## config.mk

```make
export PLATFORM = sky130hd
export DESIGN_NAME = priv_evt_counter
export DESIGN_NICKNAME = d
export VERILOG_FILES = /design/src/rtl/priv_evt_counter.sv
export SDC_FILE = /design/constraint.sdc
export NUM_CORES = 1
export LEC_CHECK = 0
export BUFFER_PORTS_ARGS = -buffer_cell sky130_fd_sc_hd__buf_4
export CAP_MARGIN = 20
export CORE_MARGIN = 3
export CORE_UTILIZATION = 35
export DETAILED_ROUTE_END_ITERATION = 6
export GPL_ROUTABILITY_DRIVEN = 0
export PLACE_DENSITY = 0.66
export SETUP_SLACK_MARGIN = 0.02
export SKIP_LAST_GASP = 1
export SYNTH_ARGS = -nofsm -noshare
export SYNTH_HDL_FRONTEND = slang
export SYNTH_SLANG_ARGS = --single-unit
```

## constraint.sdc

```tcl
create_clock -name clk -period 2.02 [get_ports clk]
set_input_delay 0.505 -clock clk [delete_from_list [all_inputs] [get_ports clk]]
set_output_delay 0.505 -clock clk [all_outputs]
set_load 0.01 [all_outputs]
```

## src/rtl/priv_evt_counter.sv

```systemverilog
module priv_evt_counter #(
  parameter int N_EVENTS = 4,
  parameter int CNT_W = 32,
  parameter logic [N_EVENTS*16-1:0] EVT_IDS = {16'h4001, 16'h0011, 16'h0008, 16'h0003}
) (
  input  logic                clk,
  input  logic                rst_n,
  input  logic [N_EVENTS-1:0] evt_bus,
  input  logic [1:0]          cur_lvl,
  input  logic [1:0]          sec_state,
  input  logic                top_narrow,
  input  logic                cfg_we,
  input  logic [31:0]         cfg_wdata,
  output logic [31:0]         cfg_rdata,
  output logic [CNT_W-1:0]    cnt_q
);

  localparam logic [31:0] CFG_MASK = 32'hF820_FFFF;
  localparam logic [1:0] ST_NSEC  = 2'd1;
  localparam logic [1:0] ST_REALM = 2'd2;

  logic [31:0] cfg_q;
  logic [N_EVENTS-1:0] id_hit;
  logic allow;

  wire b_priv = cfg_q[31];
  wire b_user = cfg_q[30];
  wire o_nsk  = cfg_q[29];
  wire o_nsu  = cfg_q[28];
  wire l2_ok  = cfg_q[27];
  wire o_rlu  = cfg_q[21];

  for (genvar i = 0; i < N_EVENTS; i++) begin : g_match
    assign id_hit[i] = (cfg_q[15:0] == EVT_IDS[i*16 +: 16]);
  end

  wire evt_sel  = |(id_hit & evt_bus);
  wire count_en = evt_sel & allow;

  always_comb begin
    case (cur_lvl)
      2'd0: begin
        if (sec_state == ST_NSEC)       allow = (o_nsu == b_user);
        else if (sec_state == ST_REALM) allow = (o_rlu == b_user);
        else                            allow = !b_user;
      end
      2'd1: begin
        if (sec_state == ST_NSEC) allow = (o_nsk == b_priv);
        else                      allow = !b_priv;
      end
      2'd2:    allow = l2_ok;
      default: allow = !(b_priv && top_narrow);
    endcase
  end

  always_ff @(posedge clk) begin
    if (!rst_n) begin
      cfg_q <= '0;
      cnt_q <= '0;
    end else begin
      if (cfg_we) cfg_q <= cfg_wdata & CFG_MASK;
      if (count_en) cnt_q <= cnt_q + CNT_W'(1);
    end
  end

  assign cfg_rdata = cfg_q;

  assert_step_R4: assert property (@(posedge clk) disable iff (!rst_n)
    (cnt_q == $past(cnt_q)) || (cnt_q == $past(cnt_q) + CNT_W'(1)));

  assert_wr_mask_R2: assert property (@(posedge clk) disable iff (!rst_n)
    cfg_we |=> (cfg_rdata == ($past(cfg_wdata) & CFG_MASK)));

  assert_unsup_R3: assert property (@(posedge clk) disable iff (!rst_n)
    !(|id_hit) |=> $stable(cnt_q));

  assert_sec_l0_R5: assert property (@(posedge clk) disable iff (!rst_n)
    (cur_lvl == 2'd0 && sec_state != ST_NSEC && sec_state != ST_REALM && cfg_rdata[30])
      |=> $stable(cnt_q));

  assert_ns_l1_R8: assert property (@(posedge clk) disable iff (!rst_n)
    (cur_lvl == 2'd1 && sec_state == ST_NSEC && cfg_rdata[29] != cfg_rdata[31])
      |=> $stable(cnt_q));

  assert_l2_R9: assert property (@(posedge clk) disable iff (!rst_n)
    (cur_lvl == 2'd2 && !cfg_rdata[27]) |=> $stable(cnt_q));

  assert_l3_R10: assert property (@(posedge clk) disable iff (!rst_n)
    (cur_lvl == 2'd3 && cfg_rdata[31] && top_narrow) |=> $stable(cnt_q));

endmodule

```

=== After elaboration in Yosys (flattened, before gate mapping) ===
Cells that the tools add are included.

* Equality and inequality tests: 11
* Add/sub/neg operators: 1
* Bitwise logic cells: 2
* Reduce and logical (&&, ||, !) cells: 6
* Multiplexer cells: 4

{| class="wikitable"
|+ Operators by type and width
! operator !! count
|-
| $add A32 B1 Y32 const B || 1
|-
| $eq A16 B15 Y1 const B || 1
|-
| $eq A16 B2 Y1 const B || 1
|-
| $eq A16 B4 Y1 const B || 1
|-
| $eq A16 B5 Y1 const B || 1
|-
| $and A4 B4 Y4 || 1
|-
| $eq A2 B1 Y1 const B || 2
|-
| $eq A2 B2 Y1 const B || 2
|-
| $reduce_or A4 Y1 || 1
|-
| $eq A1 B1 Y1 || 3
|-
| $logic_not A1 Y1 || 3
|-
| $mux W1 || 3
|-
| $pmux W1 S3 || 1
|-
| $logic_not A2 Y1 || 1
|-
| $and A1 B1 Y1 || 1
|-
| $logic_and A1 B1 Y1 || 1
|}

* Logic and storage cells: 26
* Register bits after elaboration: 54
* Output and inout port bits: 64
* Bits of input ports: 44

=== Logic depth before layout (Yosys ltp) ===
Gate-level depths: netlist of the first run.

* Word-level depth: 5
* Gate-level depth with buffers: 7
* Gate-level depth less buffers: 6

=== Worst setup path before layout of the first run ===
No wires, ideal clock.

* Path kind: input to register
* From: in sec_state[1]
* To: reg cnt_q[21]
* Library setup time: 135 ps
* Buffers on the path: 2
* Required time: 1885 ps
* Arrival time: 1920 ps
* Slack: -35 ps
* Stages: 7
* Cells stage by stage: nand3b_1 > mux2_2 > and4bb_1 > clkbuf_1 > clkbuf_1 > o311ai_0 > o41ai_1

* Longest elaborated chain between the ends: 5

{| class="wikitable"
|+ Ends and longest elaborated chain
! what !! line !! source
|-
| start: declaration || 10 || <nowiki>input logic [1:0] sec_state,</nowiki>
|-
| $eq A2 B2 Y1 || 44 || <nowiki>else if (sec_state == ST_REALM) allow = (o_rlu == b_user);</nowiki>
|-
| $mux W1 || 44 ||
|-
| $mux W1 || 43 || <nowiki>if (sec_state == ST_NSEC) allow = (o_nsu == b_user);</nowiki>
|-
| $pmux W1 S3 (*) || 41 || <nowiki>case (cur_lvl)</nowiki>
|-
| $and A1 B1 Y1 (*) || 38 || <nowiki>wire count_en = evt_sel & allow;</nowiki>
|-
| end signal: assignment || 62 || <nowiki>if (count_en) cnt_q <= cnt_q + CNT_W'(1);</nowiki>
|-
| end: declaration || 15 || <nowiki>output logic [CNT_W-1:0] cnt_q</nowiki>
|}

Mark *: on every way between the ends. The rest lies on a longest branch, timed or not.
A chain may end at the register's enable or synchronous reset.

=== Worst setup path in the final report of the first run ===
* From: reg cfg_q[7] (netlist: cfg_rdata[7])
* To: reg cnt_q[25]

* Longest elaborated chain between the ends: 4

{| class="wikitable"
|+ Ends and longest elaborated chain
! what !! line !! source
|-
| start: declaration || 22 || <nowiki>logic [31:0] cfg_q;</nowiki>
|-
| start signal: assignment || 61 || <nowiki>if (cfg_we) cfg_q <= cfg_wdata & CFG_MASK;</nowiki>
|-
| $eq A16 B2 Y1, or another cell as far along || 34 || <nowiki>assign id_hit[i] = (cfg_q[15:0] == EVT_IDS[i*16 +: 16]);</nowiki>
|-
| $and A4 B4 Y4 (*) || 37 || <nowiki>wire evt_sel = |(id_hit & evt_bus);</nowiki>
|-
| $reduce_or A4 Y1 (*) || 37 ||
|-
| $and A1 B1 Y1 (*) || 38 ||
|}

Marked as above.

==> results of run 1 <==
[final timing paths]
kind / slack [ns] / startpoint / end
setup / recovery: -0.03 / cfg_rdata[7] / cnt_q[25]
hold / removal: 0.42 / cfg_wdata[9] / cfg_rdata[9]
setup reg to reg: -0.03 / cfg_rdata[7] / cnt_q[25]
hold reg to reg: 0.47 / cnt_q[31] / cnt_q[31]
[cell families (layout without fill, tap and decap cells)]
| kind of cell | after synthesis | after routing | share of synthesized area (%) |
|---|---|---|---|
| fa+ha+maj | 1 | 1 | 0.441 |
| other cells | 1 | 10 | 0.132 |
| simple gates | 136 | 136 | 29.2 |
| buf+inv | 36 | 143 | 6.79 |
| flops | 54 | 54 | 38.1 |
| mux | 28 | 28 | 9.92 |
| compound gates | 59 | 59 | 15.4 |
[repair_timing]
item / in CTS / in global routing
gates resized for setup: 3 / 14
pin swaps: 0 / 4
gates cloned: 1 / 0
buffers inserted: 0 / 1
endpoints found under the setup margin: 21 / 32
[flip-flops by register name, indices dropped and copies added (netlist names)]
register   count
cfg_rdata     22
cnt_q         32
[power breakdown]
part	internal [W]	switching (W)
registers	0.00109	0.0000263
clock network	0.000371	0.000368
logic	0.000140	0.000139
[critical path, cell delays in order (launching register included)]
cell and delay [ns]:
dfxtp_1 0.36, nor4_2 0.32, and4_1 0.33, buf_4 0.14, o211ai_2 0.23, buf_4 0.24
o41ai_1 0.33
[per-layer routing]
layer | track usage [%] | vias to the layer above
li1 | - | 1418
met1 | 23.4 | 1405
met2 | 30.0 | 65
met3 | 2.42 | 8
met4 | 4.62 | 0
met5 | 0 | -
[cell usage in the layout, fill, tap and decap left out, types with 2 or more instances in the layout]
cell type / count
buf_4: 129
dfxtp_1: 51
mux2i_1: 27
nor2_1: 24
a21oi_1: 21
or4_1: 21
nand2_1: 19
o31ai_1: 19
nand4_1: 13
nand2b_1: 11
conb_1: 10
and4_1: 9
nand3_1: 8
and3_1: 6
nand3b_1: 5
nor4_2: 5
o41ai_1: 5
clkbuf_8: 5
o311ai_0: 4
nor4_1: 3
dfxtp_2: 3
and2_1: 2
inv_1: 2
nor4_4: 2
o31ai_2: 2
buf_12: 2
[stage by stage]
| step | TNS (ns) | hold slack, ns | power [W] | std cells |
|---|---|---|---|---|
| after detailed placement | -5.29 | 0.465 | 0.00141 | 523 |
| after global routing | -2.56 | 0.427 | 0.00223 | 533 |
| after CTS | -0.319 | 0.415 | 0.00215 | 532 |
| final | -0.0612 | 0.423 | 0.00214 | 533 |
| after floorplan | -0.0377 | 0.486 | 0.00128 | 324 |
| after global placement | -4.15 | 0.456 | 0.00140 | 523 |
[final cells by class]
class,count,area [um2],share of cell area (%)
Tap cell,102,128,3.15
Sequential cell,54,1080,26.8
Clock inverter,2,37.5,0.926
Clock buffer,6,72.6,1.79
Multi-Input combinational cell,234,1680,41.5
Timing Repair Buffer,132,1040,25.6
Inverter,3,11.3,0.278
==> results.yml, run 1 <==
final_layout:
  finalInstanceArea_um2: 4050
  antenna_cells: 0
  fin_util_pct: 51.9
  nets: 475
  area_delta_synth_final_pct: 42.8
  nFillCells: 763
  drive_gt1_share_pct: 37.4
timing:
  slew_headroom_pct: 62.4
  fmax_mhz: 487
  fin_crit_ns: 2.05
  rsz0062_at_grt: "yes"
  finalHoldViolCount: 0
  period_share_pct: 102
  worst_slew_pin_slew_ns: 0.563
  fin_ws_ns: -0.0337
  finClkSkew_ns: 0.00358
  finalMaxSlewViolations: 0
  finalSetupViolCount: 2
synth:
  synth_top_cell_area_share_pct: 38.1
  synth_area_leader_cell: "dfxtp_1"
  syn_area_per_cell_um2: 9.01
  synth_area_um2: 2840
  ys_ff_latch: 54
  ys_seq_area_share_pct: 38.1
  postSynthCellCount: 315
  synthArstFlopShare_pct: 0
  synth_common_cells: "54 x dfxtp_1, 27 x mux2i_1, 24 x nor2_1"
  synth_area_leaders: "dfxtp_1 38%, mux2i_1 9.5%, o31ai_1 5.6%"
  ys_warn_count: 0
  yosysMostFrequentCell: "dfxtp_1"
  synth_ff_type: "dfxtp_1"
  synth.distinct_cells: 42
  synth_edf_count: 0
run:
  maxCapViolCount: 0
die:
  die_w_um: 96.0
  dieArea_um2: 9220
  die_height_um: 96.0
  core_um2: 7810
  floorplan.initialDensity_pct: 36.3
  rows: 32
  pin_count: 108
cts:
  h-tree-depth: 2
  cts_tree: "yes"
  cts.sinks: 54
  clockRootBuffer: "clkbuf_8"
  clkLatencyLatePin_ns: 0.31
  cts_hold_buf: 0
  clkTransAtPathRegs_ns: 0.10
  cts_made_buffers: 5
  cts_buffer_depth: 2
drt:
  num_vias: 2896
  dr.pass1.iters: 4
  met3_length_um: 341
  vias_per_cell: 5.43
  met1_length_um: 3530
  highest_layer: "met4"
  drc: 0
  post_drt_wl_per_cell_um: 15.3
  routed_wirelength_um: 8160
  ant_nets: 0
  drt_iter0_drc: 180
  wl_met2_um: 4210
pwr:
  vdd_ir_drop_max_uv: 321
  p_leak_nw: 1.63
  pwr_density_cell_nw_per_um2: 527
global_route:
  track_usage_pct: 17.7
  grt_max_degree: 60
  grt_pass1_vias: 2636
  antenna_found_initial: 0
  grt_pass1_wl_um: 12900
  grt_overflow: 0
placed_design:
  pre_cts_ws_ns: -0.214
  io_buffers: 87
  dpl_cell_area_um2: 3820
  dpl.hpwl_um: 5660
setup_path:
  crit_type: "reg -> reg"
  r2r_cells: 6
  worstPathMaxFanout: 9
  worstSetupEndpointType: "register"
  required_ns: 2.23
  crit_path_start_kind: "register"
  cp.arrival_ns: 2.26
outcome:
  failed_checks: "setup timing"
  status: "complete, but fails checks"
worst_hold_path:
  hp-class: "in -> reg"
  whs_path_depth: 3
Power figures use the tool's default switching activity.
==> run 2: changes to the inputs <==
--- a/config.mk
+++ b/config.mk
@@ -11,6 +11,7 @@
 export CORE_UTILIZATION = 35
 export DETAILED_ROUTE_END_ITERATION = 6
 export GPL_ROUTABILITY_DRIVEN = 0
+export HOLD_SLACK_MARGIN = 0.03
 export PLACE_DENSITY = 0.66
 export SETUP_SLACK_MARGIN = 0.02
 export SKIP_LAST_GASP = 1
==> constraint.sdc (replaced) <==
create_clock -name clk -period 2.02 [get_ports clk]
set_input_delay 0.202 -clock clk [delete_from_list [all_inputs] [get_ports clk]]
set_output_delay 0.202 -clock clk [all_outputs]
set_load 0.01 [all_outputs]
==> run 2 against run 1 <==
Effect of this change:
- the run still ends with setup timing left
- design area shrank 5.1%
- global-route usage shrank 0.43 points
- core utilization shrank 2.6 points
- largest power group unchanged
==> results.yml, run 2 (same netlist as run 1, synthesis figures left out) <==
setup_path:
  r2r_cells: 6
  r2r-end: "cnt_q[13]"
  crit_path_start_kind: "register"
  worstPathMaxFanout: 25
  r2r_start: "cfg_rdata[1]"
  crit_type: "reg -> reg"
  required_ns: 2.26
  worstSetupEndpointType: "register"
  cp.arrival_ns: 2.28
  cpPeakStageDelay_ns: 0.55
  rrSetupSlack_ns: -0.02
  slowest_stage: "or4b_4"
  worstPathCellList: "or4b_4 -> a21oi_4 -> o21ai_2 -> buf_12 -> or4_1 -> a21oi_1"
global_route:
  grt_pass1_wl_um: 12600
  antenna_found_initial: 0
  grt_pass1_vias: 2528
  grt_max_degree: 60
  track_usage_pct: 17.2
  grt_overflow: 0
die:
  die_w_um: 96.0
  rows: 32
  pin_count: 108
  core_um2: 7810
  floorplan.initialDensity_pct: 36.3
  dieArea_um2: 9220
  die_height_um: 96.0
pwr:
  pwr_density_cell_nw_per_um2: 525
  p_leak_nw: 1.53
  vdd_ir_drop_max_uv: 219
worst_hold_path:
  whs_path_depth: 3
  hp-start: "cfg_wdata[6]"
  hold_end: "cfg_rdata[6]"
  hp-class: "in -> reg"
cts:
  cts_made_buffers: 5
  cts_hold_buf: 0
  clkTransAtPathRegs_ns: 0.11
  cts.sinks: 54
  cts_buffer_depth: 2
  cts_tree: "yes"
  h-tree-depth: 2
  clkLatencyLatePin_ns: 0.32
  cts_setup_buffers: 0
  clockRootBuffer: "clkbuf_8"
drt:
  drc: 0
  vias_per_cell: 5.42
  drt_iter0_drc: 163
  dr.pass1.iters: 4
  num_vias: 2762
  ant_nets: 0
  post_drt_wl_per_cell_um: 15.4
  routed_wirelength_um: 7850
outcome:
  status: "complete, but fails checks"
  failed_checks: "setup timing"
final_layout:
  final_cell_mix: "105 x buf_4, 52 x dfxtp_1, 27 x mux2i_1, 24 x nor2_1, 22 x a21oi_1"
  largest_reg_flops: 32
  nFillCells: 767
  antenna_cells: 0
  final_common_cell: "buf_4"
  drive_gt1_share_pct: 33.1
  top_register: "cnt_q"
  nets: 452
  fin_util_pct: 49.2
  finalInstanceArea_um2: 3840
  fin_cells: 510
  area_delta_synth_final_pct: 35.5
timing:
  period_share_pct: 101
  rsz0062_at_grt: "yes"
  fin_crit_ns: 2.04
  slew_headroom_pct: 61.9
  finalMaxSlewViolations: 0
  finClkSkew_ns: 0.0135
  finalSetupViolCount: 16
  fmax_mhz: 489
  finalHoldViolCount: 0
  worst_slew_pin_slew_ns: 0.569
  fin_ws_ns: -0.0232
placed_design:
  io_buffers: 87
  dpl.hpwl_um: 5470
  pre_cts_ws_ns: -0.0182
  dpl_cell_area_um2: 3670
  dp.cells: 501
run:
  maxCapViolCount: 0
run 2: how the worst max path moves through the flow:
| stage | slack (ns) | endpoint | startpoint |
|---|---|---|---|
| after floorplan | 0.09 | cnt_q[4] | cfg_rdata[2] |
| after global placement | 0.02 | cnt_q[4] | cfg_rdata[1] |
| after detailed placement | -0.02 | cnt_q[5] | cfg_rdata[1] |
| after CTS | -0.04 | cnt_q[9] | cfg_rdata[1] |
| after global routing | -0.13 | cnt_q[15] | cfg_rdata[1] |
| final | -0.02 | cnt_q[13] | cfg_rdata[1] |
run 2: power by group:
part / switching [W] / total [W] / internal [W]
clock: 0.000388 / 0.000633 / 0.000245
combinational: 0.000135 / 0.000270 / 0.000136
sequential: 0.0000254 / 0.00112 / 0.00109
run 2: cell type report:
| type | count | area (um2) | share of cell area [%] |
|---|---|---|---|
| sequential | 54 | 1080 | 28.2 |
| clock buffer | 5 | 68.8 | 1.79 |
| timing repair buffer | 109 | 881 | 22.9 |
| clock inverter | 3 | 21.3 | 0.553 |
| multi-input combinational | 234 | 1650 | 43.0 |
| tap | 102 | 128 | 3.32 |
| inverter | 3 | 11.3 | 0.293 |
run 2: per-layer routing:
metal	track usage, %	part of all wire, %
met2	28.2	50
met1	22.9	43
met5	0	0
met4	4.98	1.6
met3	3.28	5.6
run 2: worst max-delay path, delay by kind of cell, from the launching register on:
kind,cells,cell delay (ns)
flops,1,0.35
simple gates,2,1.01
compound gates,3,0.41
buf+inv,1,0.17
run 2: repair_timing:
item / in CTS / in global routing
endpoints found under the setup margin: 21 / 31
gates cloned: 1 / 0
pin swaps: 2 / 2
resized for setup: 3 / 6
endpoints found under the hold margin: 0 / 0
run 2: metrics by stage:
step | total power [W] | TNS (ns) | hold slack [ns]
after floorplan | 0.00128 | 0 | 0.349
after global placement | 0.00140 | 0 | 0.436
after detailed placement | 0.00140 | -0.0325 | 0.444
after CTS | 0.00204 | -0.475 | 0.102
after global routing | 0.00211 | -1.99 | 0.109
final | 0.00202 | -0.148 | 0.107
==> run 3: changes to the inputs <==
--- a/config.mk
+++ b/config.mk
@@ -11,8 +11,9 @@
 export CORE_UTILIZATION = 35
 export DETAILED_ROUTE_END_ITERATION = 6
 export GPL_ROUTABILITY_DRIVEN = 0
-export HOLD_SLACK_MARGIN = 0.03
+export HOLD_SLACK_MARGIN = 0.08
 export PLACE_DENSITY = 0.66
+export REMOVE_ABC_BUFFERS = 1
 export SETUP_SLACK_MARGIN = 0.02
 export SKIP_LAST_GASP = 1
 export SYNTH_ARGS = -nofsm -noshare
==> run 3 against run 2 <==
Effect of this change:
- the run now ends clean
- core utilization up 1.7 points
- clock power down 11%
- sequential power about the same
- clock skew down 0.0051 ns
- via count up 2.3%
- non-clock buffer count up 6
- fmax up 1.8%
- design area up 3.4%
- register-to-register slack better by 0.04 ns
- critical path type unchanged
==> results.yml, run 3 (same netlist as run 1, synthesis figures left out) <==
cts:
  clockRootBuffer: "clkbuf_8"
  cts_buffer_depth: 2
  clkLatencyLatePin_ns: 0.30
  cts.sinks: 54
  h-tree-depth: 2
  clkTransAtPathRegs_ns: 0.09
  cts_tree: "yes"
  cts_made_buffers: 5
global_route:
  grt_max_degree: 60
  use_met1_pct: 20.2
  track_usage_pct: 16.2
  grt_util_met3_pct: 2.42
  antenna_found_initial: 0
  grt_overflow: 0
  grt_pass1_vias: 2530
  busiest_layer: "met2"
  grt_pass1_wl_um: 12000
  met2_usage_pct: 29.2
setup_path:
  crit_type: "reg -> reg"
  worstPathMaxFanout: 18
  crit_path_start_kind: "register"
  worstSetupEndpointType: "register"
  required_ns: 2.25
  cp.arrival_ns: 2.24
placed_design:
  io_buffers: 87
  dpl.hpwl_um: 5430
  pre_cts_ws_ns: -0.0120
pwr:
  pwr_density_cell_nw_per_um2: 495
  p_leak_nw: 1.55
  total_power_w: 0.00197
  vdd_ir_drop_max_uv: 250
timing:
  fin_ws_ns: 0.0131
  period_share_pct: 99.4
  rsz0062_at_grt: "yes"
  fmax_mhz: 498
  fin_crit_ns: 2.01
  finalSetupViolCount: 0
  finalHoldViolCount: 0
  finalMaxSlewViolations: 0
  finClkSkew_ns: 0.00839
die:
  pin_count: 108
  core_um2: 7810
  dieArea_um2: 9220
  die_height_um: 96.0
  die_w_um: 96.0
  floorplan.initialDensity_pct: 36.3
  rows: 32
drt:
  dr.pass1.iters: 4
  num_vias: 2825
  drt_iter0_drc: 152
  drc: 0
  routed_wirelength_um: 8130
  ant_nets: 0
  vias_per_cell: 5.49
  post_drt_wl_per_cell_um: 15.8
run:
  maxCapViolCount: 0
final_layout:
  largest_reg_flops: 32
  fin_util_pct: 50.9
  antenna_cells: 0
  final_cell_mix: "109 x buf_4, 51 x dfxtp_1, 27 x mux2i_1, 24 x nor2_1"
  area_delta_synth_final_pct: 40.1
  top_register: "cnt_q"
  drive_gt1_share_pct: 36.6
  nets: 458
  final_common_cell: "buf_4"
worst_hold_path:
  hp-class: "in -> reg"
outcome:
  status: "finished clean"
-- run 3: layer usage --
metal	share of wire, %	up-vias
met2	53	61
met4	0.42	0
met3	3.9	2
met1	43	1384
li1	-	1378
met5	0	-
-- run 3: final cells by class --
type / instances / area [um2]
fillers: 746 / 3830
multi-input cells: 234 / 1740
flip-flops and latches: 54 / 1080
repair buffers: 115 / 940
well taps: 102 / 128
clock buffers: 7 / 76.3
inverters: 3 / 11.3
-- run 3: final timing paths --
check          startpoint           end  slack [ns]  cells past startpoint
max          cfg_rdata[1]      cnt_q[2]        0.01                      6
min          cfg_wdata[0]  cfg_rdata[0]        0.13                      3
max reg2reg  cfg_rdata[1]      cnt_q[2]        0.01                      6
min reg2reg     cnt_q[31]     cnt_q[31]        0.48                      2
-- run 3: power by group --
part	total (W)	leakage, nW	switching, W	internal, W
clock network	0.000563	0.0383	0.000324	0.000240
registers	0.00112	0.440	0.0000243	0.00109
logic	0.000289	1.08	0.000147	0.000142
-- run 3: repair_timing --
item / CTS / global route
pin swaps: 0 / 15
buffers inserted: 0 / 4
endpoints found under the hold margin: 0 / 0
gates cloned: 0 / 2
hold buffers: 0 / 0
gates resized for setup: 3 / 28
setup endpoints to repair: 23 / 31
-- run 3: worst max-delay path, cell delays in order, from the launching register on --
cell,delay (ns)
dfxtp_2,0.35
or4b_4,0.54
a21oi_4,0.17
o21ai_4,0.09
buf_12,0.16
or4_1,0.49
a21oi_2,0.13
-- run 3: per-stage QoR --
stage,hold WS [ns],cells,cell area [um2],setup TNS [ns]
after global placement,0.435,502,3670,0
after CTS,0.126,509,3760,-0.241
final,0.133,515,3980,0
after global routing,0.125,515,3980,-0.921
after floorplan,0.320,291,2690,-5.28
after detailed placement,0.443,502,3670,-0.0331
